--- src/rtl/lp_seq_pkg.sv ---
package lp_seq_pkg;

  typedef enum logic [2:0] {
    ST_ACTIVE = 3'd0,
    ST_PD     = 3'd1,
    ST_PDX    = 3'd2,
    ST_SR     = 3'd3,
    ST_SRX    = 3'd4
  } lpState_t;

  // control -> datapath strobes
  typedef struct packed {
    logic ckeLoad;
    logic loadXp;
    logic loadXs;
    logic loadRfc;
    logic refTake;
  } lpCtl_t;

  // datapath -> control status
  typedef struct packed {
    logic ckeOk;
    logic guardOk;
    logic refPend;
  } lpStat_t;

  typedef struct packed {
    logic pdEnter;
    logic pdExit;
    logic srEnter;
    logic srExit;
    logic aref;
  } lpCmd_t;

endpackage

--- src/rtl/lp_seq_dpath.sv ---
module lp_seq_dpath
  import lp_seq_pkg::*;
#(
  parameter int T_CKE = 4,
  parameter int T_XP  = 4,
  parameter int T_XS  = 128,
  parameter int T_RFC = 104
) (
  input  logic    clk,
  input  logic    rst,
  input  logic    refTick,
  input  lpCtl_t  ctl,
  output lpStat_t stat
);

  localparam int GMAX_A = (T_XS > T_XP) ? T_XS : T_XP;
  localparam int GMAX   = (GMAX_A > T_RFC) ? GMAX_A : T_RFC;
  localparam int CW     = $clog2(T_CKE + 1);
  localparam int GW     = $clog2(GMAX + 1);
  localparam logic [CW-1:0] CKE_SAT  = CW'(T_CKE);
  localparam logic [GW-1:0] XP_LOAD  = GW'(T_XP - 1);
  localparam logic [GW-1:0] XS_LOAD  = GW'(T_XS - 1);
  localparam logic [GW-1:0] RFC_LOAD = GW'(T_RFC - 1);

  logic [CW-1:0] ckeCnt;
  logic [GW-1:0] guardCnt;
  logic          refPend;

  // cycles since the last clock-enable change, saturating
  always_ff @(posedge clk) begin
    if (rst)                   ckeCnt <= CKE_SAT;
    else if (ctl.ckeLoad)      ckeCnt <= CW'(1);
    else if (ckeCnt < CKE_SAT) ckeCnt <= ckeCnt + CW'(1);
  end

  // recovery window after exits and refresh
  always_ff @(posedge clk) begin
    if (rst)                  guardCnt <= '0;
    else if (ctl.loadXp)      guardCnt <= XP_LOAD;
    else if (ctl.loadXs)      guardCnt <= XS_LOAD;
    else if (ctl.loadRfc)     guardCnt <= RFC_LOAD;
    else if (guardCnt != '0)  guardCnt <= guardCnt - GW'(1);
  end

  // pending refresh: new tick wins over a take in the same cycle
  always_ff @(posedge clk) begin
    if (rst) refPend <= 1'b0;
    else     refPend <= refTick | (refPend & ~ctl.refTake);
  end

  assign stat.ckeOk   = (ckeCnt == CKE_SAT);
  assign stat.guardOk = (guardCnt == '0);
  assign stat.refPend = refPend;

  AST_CKE_DWELL: assert property (@(posedge clk) disable iff (rst)
    ctl.ckeLoad |-> ckeCnt == CKE_SAT);
  AST_GUARD_QUIET: assert property (@(posedge clk) disable iff (rst)
    (ctl.ckeLoad || ctl.loadRfc) |-> guardCnt == '0);
  AST_TAKE_PENDING: assert property (@(posedge clk) disable iff (rst)
    ctl.refTake |-> refPend);
  AST_ONE_LOAD: assert property (@(posedge clk) disable iff (rst)
    $onehot0({ctl.loadXp, ctl.loadXs, ctl.loadRfc}));

endmodule

--- src/rtl/lp_seq_ctrl.sv ---
module lp_seq_ctrl
  import lp_seq_pkg::*;
(
  input  logic    clk,
  input  logic    rst,
  input  logic    pdReq,
  input  logic    srReq,
  input  logic    initDone,
  input  logic    bankIdle,
  input  lpStat_t stat,
  output lpCtl_t  ctl,
  output logic    pdAck,
  output logic    srAck,
  output logic    pdEnterCmd,
  output logic    pdExitCmd,
  output logic    srEnterCmd,
  output logic    srExitCmd,
  output logic    arefCmd
);

  lpState_t st, stNxt;
  lpCmd_t   cmdQ, cmdNxt;
  logic     pdAckNxt, srAckNxt;
  logic     canCmd;

  assign canCmd = initDone & bankIdle & stat.guardOk;

  always_comb begin
    stNxt    = st;
    pdAckNxt = pdAck;
    srAckNxt = srAck;
    cmdNxt   = '0;
    ctl      = '0;
    case (st)
      ST_ACTIVE: begin
        if (canCmd) begin
          if (stat.refPend) begin
            cmdNxt.aref = 1'b1;
            ctl.loadRfc = 1'b1;
            ctl.refTake = 1'b1;
          end else if (stat.ckeOk && srReq) begin
            cmdNxt.srEnter = 1'b1;
            ctl.ckeLoad    = 1'b1;
            srAckNxt       = 1'b1;
            stNxt          = ST_SR;
          end else if (stat.ckeOk && pdReq) begin
            cmdNxt.pdEnter = 1'b1;
            ctl.ckeLoad    = 1'b1;
            pdAckNxt       = 1'b1;
            stNxt          = ST_PD;
          end
        end
      end
      ST_PD: begin
        if (stat.ckeOk && (!pdReq || stat.refPend)) begin
          cmdNxt.pdExit = 1'b1;
          ctl.ckeLoad   = 1'b1;
          ctl.loadXp    = 1'b1;
          stNxt         = ST_PDX;
        end
      end
      ST_PDX: begin
        if (stat.guardOk) begin
          pdAckNxt = 1'b0;
          stNxt    = ST_ACTIVE;
        end
      end
      ST_SR: begin
        if (stat.ckeOk && !srReq) begin
          cmdNxt.srExit = 1'b1;
          ctl.ckeLoad   = 1'b1;
          ctl.loadXs    = 1'b1;
          stNxt         = ST_SRX;
        end
      end
      ST_SRX: begin
        if (stat.guardOk) begin
          srAckNxt = 1'b0;
          stNxt    = ST_ACTIVE;
        end
      end
      default: stNxt = ST_ACTIVE;
    endcase
  end

  always_ff @(posedge clk) begin
    if (rst) begin
      st    <= ST_ACTIVE;
      cmdQ  <= '0;
      pdAck <= 1'b0;
      srAck <= 1'b0;
    end else begin
      st    <= stNxt;
      cmdQ  <= cmdNxt;
      pdAck <= pdAckNxt;
      srAck <= srAckNxt;
    end
  end

  assign pdEnterCmd = cmdQ.pdEnter;
  assign pdExitCmd  = cmdQ.pdExit;
  assign srEnterCmd = cmdQ.srEnter;
  assign srExitCmd  = cmdQ.srExit;
  assign arefCmd    = cmdQ.aref;

  AST_ONE_STROBE: assert property (@(posedge clk) disable iff (rst)
    $onehot0({pdEnterCmd, pdExitCmd, srEnterCmd, srExitCmd, arefCmd}));
  AST_ACKS_APART: assert property (@(posedge clk) disable iff (rst)
    !(pdAck && srAck));
  AST_NO_REF_IN_SR: assert property (@(posedge clk) disable iff (rst)
    srAck |-> !arefCmd);
  AST_INIT_GATE: assert property (@(posedge clk) disable iff (rst)
    (pdEnterCmd || srEnterCmd || arefCmd) |-> ($past(initDone) && $past(bankIdle)));
  AST_PD_ENTER_ACK: assert property (@(posedge clk) disable iff (rst)
    pdEnterCmd |-> (pdAck && !$past(pdAck)));
  AST_SR_ENTER_ACK: assert property (@(posedge clk) disable iff (rst)
    srEnterCmd |-> (srAck && !$past(srAck)));
  AST_PD_EXIT_ACK: assert property (@(posedge clk) disable iff (rst)
    pdExitCmd |=> pdAck);
  AST_SR_EXIT_ACK: assert property (@(posedge clk) disable iff (rst)
    srExitCmd |=> srAck);

endmodule

--- src/rtl/lp_mode_seq.sv ---
module lp_mode_seq
  import lp_seq_pkg::*;
#(
  parameter int T_CKE = 4,
  parameter int T_XP  = 4,
  parameter int T_XS  = 128,
  parameter int T_RFC = 104
) (
  input  logic clk,
  input  logic rst,
  input  logic pdReq,
  input  logic srReq,
  input  logic initDone,
  input  logic bankIdle,
  input  logic refTick,
  output logic pdAck,
  output logic srAck,
  output logic pdEnterCmd,
  output logic pdExitCmd,
  output logic srEnterCmd,
  output logic srExitCmd,
  output logic arefCmd
);

  lpCtl_t  ctl;
  lpStat_t stat;

  lp_seq_ctrl ctrl_i (
    .clk        (clk),
    .rst        (rst),
    .pdReq      (pdReq),
    .srReq      (srReq),
    .initDone   (initDone),
    .bankIdle   (bankIdle),
    .stat       (stat),
    .ctl        (ctl),
    .pdAck      (pdAck),
    .srAck      (srAck),
    .pdEnterCmd (pdEnterCmd),
    .pdExitCmd  (pdExitCmd),
    .srEnterCmd (srEnterCmd),
    .srExitCmd  (srExitCmd),
    .arefCmd    (arefCmd)
  );

  lp_seq_dpath #(
    .T_CKE (T_CKE),
    .T_XP  (T_XP),
    .T_XS  (T_XS),
    .T_RFC (T_RFC)
  ) dpath_i (
    .clk     (clk),
    .rst     (rst),
    .refTick (refTick),
    .ctl     (ctl),
    .stat    (stat)
  );

endmodule

--- config.mk ---
export PLATFORM = sky130hd
export DESIGN_NAME = lp_mode_seq
export DESIGN_NICKNAME = d
export VERILOG_FILES = /design/src/rtl/lp_seq_pkg.sv /design/src/rtl/lp_seq_dpath.sv /design/src/rtl/lp_seq_ctrl.sv /design/src/rtl/lp_mode_seq.sv
export SDC_FILE = /design/constraint.sdc
export NUM_CORES = 1
export LEC_CHECK = 0
export BUFFER_PORTS_ARGS = -buffer_cell sky130_fd_sc_hd__buf_4
export CORE_MARGIN = 5
export CORE_UTILIZATION = 60
export CTS_BUF_LIST = sky130_fd_sc_hd__clkbuf_16
export CTS_CLUSTER_DIAMETER = 30
export DETAILED_ROUTE_END_ITERATION = 8
export GPL_TIMING_DRIVEN = 0
export PLACE_DENSITY = 0.82
export SYNTH_ARGS = -nofsm -noshare
export SYNTH_HDL_FRONTEND = slang
export SYNTH_HIERARCHICAL = 1
export SYNTH_SLANG_ARGS = --single-unit
--- constraint.sdc ---
create_clock -name clk -period 6.6 [get_ports clk]
set_input_delay 1.98 -clock clk [delete_from_list [all_inputs] [get_ports clk]]
set_output_delay 1.98 -clock clk [all_outputs]
set_load 0.01 [all_outputs]
Word level (Yosys, flattened, before mapping)
Index checks and enable logic that the tools add are counted.
{ "classes": {"n_addsub": 2, "magnitude_cmp": 1, "eq_ne": 16, "n_mux": 39, "bitwise": 8, "n_reduce_logical": 26} }
{ "ops": {"columns": ["cell", "n"], "rows": [
  ["3-bit two-way mux", 9],
  ["7-bit two-way mux", 3],
  ["1-bit two-way mux", 18],
  ["2-bit by 1-bit inequality test with 1-bit output, second input constant", 8],
  ["3-bit one-hot mux with 4 select lines", 1],
  ["6-bit AND reduction", 2],
  ["2-bit two-way mux", 5],
  ["8-bit logical NOT", 1],
  ["8-bit nonzero test", 1],
  ["2-bit OR reduction", 4],
  ["4-bit OR reduction", 2],
  ["8-bit by 1-bit subtractor with 8-bit output, second input constant", 1],
  ["3-bit by 2-bit equality test with 1-bit output, second input constant", 2],
  ["3-bit equality test, second input constant", 2],
  ["2-bit nonzero test", 3],
  ["5-bit AND reduction", 1],
  ["5-bit OR reduction", 1],
  ["1-bit logical AND", 4],
  ["2-bit inequality test, second input constant", 2],
  ["1-bit inverter", 4],
  ["1-bit one-hot mux with 2 select lines", 2],
  ["4-bit nonzero test", 1],
  ["3-bit by 1-bit adder with 3-bit output, second input constant", 1],
  ["1-bit AND", 3],
  ["10 further kinds", 11]
]} }
{ "totals": {"ff_bits": 22, "in_bits": 7, "output_inout_bits": 7, "wordCells": 106} }

Logic depth before layout (Yosys ltp)
{ "depth": {"ltp_word": 8, "mapped_depth": 12, "ltp_nobuf": 10} }

Hierarchy
Netlist, hierarchy kept.
{ "by_module_without_submodules": {"columns": ["module", "n_inst", "cells_each", "area_per_inst_um2", "seq_area_each_um2"], "rows": [
  ["lp_seq_dpath", 1, 74, 651.9, 240.2],
  ["lp_seq_ctrl", 1, 59, 573.0, 200.2]
]} }

Worst setup path before layout
No wires, ideal clock.
{ "synth_timing": {"kind": "in2reg", "from": "in initDone", "to": "reg dpath_i.guardCnt[1]", "setup_ps": 138, "arrival_time_ps": 2820, "t_required_ps": 6462, "path_slack_ps": 3642, "stages": 6, "path_buffers": 1, "path_cell_list": "nand4_4 > nor2_1 > buf_4 > nor3_1 > o211a_1 > a311oi_2"} }
{ "synth_rtl": {"columns": ["element", "line", "rtl"], "rows": [
  ["start: declaration", "lp_mode_seq.sv:13", "input logic initDone,"],
  ["end signal: assignment", "lp_seq_dpath.sv:42", "else if (guardCnt != '0) guardCnt <= guardCnt - GW'(1);"],
  ["end: declaration", "lp_seq_dpath.sv:26", "logic [GW-1:0] guardCnt;"]
]} }

==> results.json <==
{
  "synth_top_flop_cell": "dfxtp_1",
  "synthAdderAreaFrac_pct": 4.09,
  "yosysSeqAreaShare_pct": 36.0,
  "maxSlewHeadroom_pct": 71.3,
  "hold_end": "ctrl_i/srAck",
  "drt.antenna.violating_nets": 0,
  "routed_wl_mm": 2.77,
  "holdCritStartpoint": "ctrl_i/srAck",
  "critPathMaxFanout": 6,
  "cpPeakStageDelay_ps": 390,
  "register_area_sq_um": 440,
  "postCtsSetupRepairBufs": 0,
  "setup_viol_count_final": 0,
  "grt_usage_pct": 21.7,
  "grt-ovfl-total": 0,
  "final_nets": 162,
  "synth_top_area_share_pct": 36.0,
  "ys_warn_count": 6,
  "rsz0062_at_grt": "false",
  "cpLargestDelayFamily": "simple AND/OR/NAND/NOR gates",
  "grt_pass1_vias": 1018,
  "peakVddDrop_v": 0.000295,
  "antenna_cells": 0,
  "yosys-top-cells-area": "dfxtp_1 (36%), ha_1 (4.1%), nor2_1 (4.0%)",
  "place_congestion": 0.886,
  "clk_path_buf_depth": 2,
  "period_needed_ps": 3050,
  "finalMaxSlewViolations": 0,
  "synthToLayoutAreaGrowth_pct": 19.3,
  "startpoint_type": "input port",
  "root_buffer": "clkbuf_16",
  "worstPathCellList": "buf_4 > nor2b_1 > nand3_1 > inv_1 > nor3_1 > o211a_1 > a311oi_2",
  "path_clk_slew_ps": 60,
  "clock-sinks": 22,
  "insertion_delay_ps": 250,
  "synth_edf_count": 0,
  "port_buffers": 13,
  "synth_compound_gate_area_share_pct": 19.1,
  "drive_above_1_share_pct": 23.3,
  "start_util_pct": 62.4,
  "synth_top_family_by_area": "simple AND/OR/NAND/NOR gates",
  "io_pins": 14,
  "hold_depth": 1,
  "fillers": 163,
  "yosys.area.top_type": "dfxtp_1",
  "die_h_um": 55.2,
  "cts_hold_buf": 0,
  "p_leak_nw": 0.617,
  "cts_tree": "done",
  "syn_area_per_cell_sq_um": 9.21,
  "grt_max_degree": 14,
  "timing.hold.ws_ps": 488,
  "die_x_um": 55.2,
  "synthMuxAreaShare_pct": 2.86,
  "worstMarginPinSlew_ps": 427,
  "drv_cap": 0,
  "drcViolationCount": 0,
  "r2r_slack_ps": 3710,
  "status": "completed",
  "yosys.cell_types.count": 50,
  "grt_pass1_wl_mm": 4.69,
  "dp_hpwl_mm": 1.89,
  "mostFrequentLayoutCell": "dfxtp_1",
  "netlist_instances": 133,
  "dieArea_sq_um": 3050,
  "core_sq_um": 1960,
  "max_freq_mhz": 328,
  "cts-resized-gates": 0,
  "synth_xor_area_share_pct": 1.43,
  "p_per_area_nw_per_um2": 388,
  "path_buf_inv": 2,
  "multi_input_area_sq_um": 707,
  "crit_slowest_cell": "nor3_1",
  "drt_first_pass_iters": 4,
  "synth_simple_gate_area_share_pct": 30.2,
  "critPathKind": "input port to flip-flop",
  "min_period_over_period_pct": 46.2,
  "vias": 1070,
  "syn-num-nets": 144,
  "wl_per_cell_um": 15.6,
  "required_ps": 6720,
  "h-tree-depth": 1,
  "hp-class": "flip-flop to flip-flop",
  "post_drt_via_cell_ratio": 6.05,
  "std_cell_rows": 16,
  "tns_ps": 0,
  "r2r_cells": 12,
  "synth_area_sq_um": 1220,
  "fin_util_pct": 74.5,
  "end_kind": "flip-flop",
  "finClkSkew_ps": 4.67,
  "finalHoldViolations": 0,
  "rr_endpoint": "dpath_i/guardCnt[0]",
  "ys_ff_latch": 22,
  "numCtsBuffers": 3,
  "r2r-start": "dpath_i/guardCnt[1]",
  "antenna_found_initial": 0,
  "drt_iter0_markers": 34,
  "final_cell_mix": "dfxtp_1 (22), buf_4 (15), nor2_1 (13), inv_1 (10), a21oi_1 (6)",
  "worst_ep_arrival_time_ps": 3170,
  "async_flop_share_pct": 0,
  "crit_start": "srReq"
}
[worst reg2reg max path: stages, from the launching register on]
cell and delay (ps):
dfxtp_1 320, inv_1 140, ha_1 200, or4b_1 440, buf_2 180, nor2_2 290, nor2b_4 270, nand4_4 150
nor2_1 160, buf_4 160, nor3_1 90, o211a_1 150, a211oi_1 240
[cell usage after synthesis, drive strengths merged (2+ instances only)]
master	number
o211a	2
nor4	4
ha	4
a211oi	2
nand2	5
nand2b	3
nand3b	3
inv	10
a31oi	4
o211ai	4
buf	5
nor2	15
nand4	2
dfxtp	22
o21ai	4
a21oi	6
nor2b	5
or3	2
xnor2	2
nor3	5
nand3	4
and2b	2
mux2i	2
[metal layers]
layer | global-route usage [%] | part of all wire, % | vias up
met3 | 3.22 | 4.7 | 8
li1 | - | - | 517
met5 | 0 | 0 | -
met2 | 36.2 | 48 | 36
met1 | 27.8 | 45 | 509
met4 | 8.91 | 2.1 | 0
[logic make-up after synthesis]
family | Yosys count
buffers and inverters | 16
flip-flops | 22
multiplexers | 3
AO/OA/AOI/OAI | 31
XOR/XNOR | 2
adder cells (fa/ha/maj) | 4
AND/OR/NAND/NOR | 55
[registers in the layout, summed over array words and instances, names as in the netlist]
signal / flops
dpath_i/guardCnt: 8
ctrl_i/st: 3
ctrl_i/pdExitCmd: 1
ctrl_i/pdAck: 1
dpath_i/refPend: 1
dpath_i/ckeCnt: 3
ctrl_i/pdEnterCmd: 1
ctrl_i/arefCmd: 1
ctrl_i/srEnterCmd: 1
ctrl_i/srExitCmd: 1
ctrl_i/srAck: 1
[report_power, final]
group	switching [mW]	internal [mW]	leakage, nW
Sequential	0.0240	0.155	0.179
Combinational	0.120	0.0994	0.387
Clock	0.0484	0.120	0.0511
Total	0.192	0.375	0.617
[through the flow]
step | power [mW] | setup slack, ps | std cells | area (sq um)
after floorplan | 0.343 | 3640 | 133 | 1220
final | 0.568 | 3550 | 177 | 1460
after detailed placement | 0.388 | 3370 | 173 | 1360
after CTS | 0.567 | 3580 | 177 | 1460
after global routing | 0.599 | 3440 | 177 | 1460
after global placement | 0.379 | 3380 | 173 | 1360
[area by class of cell]
cell class / instances / share of cell area [%]
Tap cell: 27 / 2.31
Timing Repair Buffer: 13 / 6.68
Sequential cell: 22 / 30.1
Multi-Input combinational cell: 95 / 48.4
Clock buffer: 3 / 5.14
Buffer: 6 / 2.74
Clock inverter: 1 / 2.05
Inverter: 10 / 2.57
[worst max path at each step]
stage / endpoint / slack (ps) / cells past startpoint
floorplan: dpath_i/guardCnt[1] / 3640 / 6
global placement: dpath_i/guardCnt[1] / 3380 / 7
detailed placement: dpath_i/guardCnt[1] / 3370 / 7
CTS: dpath_i/guardCnt[1] / 3580 / 7
global route: dpath_i/guardCnt[0] / 3440 / 7
finish: dpath_i/guardCnt[1] / 3550 / 7
Power figures use the tool's default switching activity.
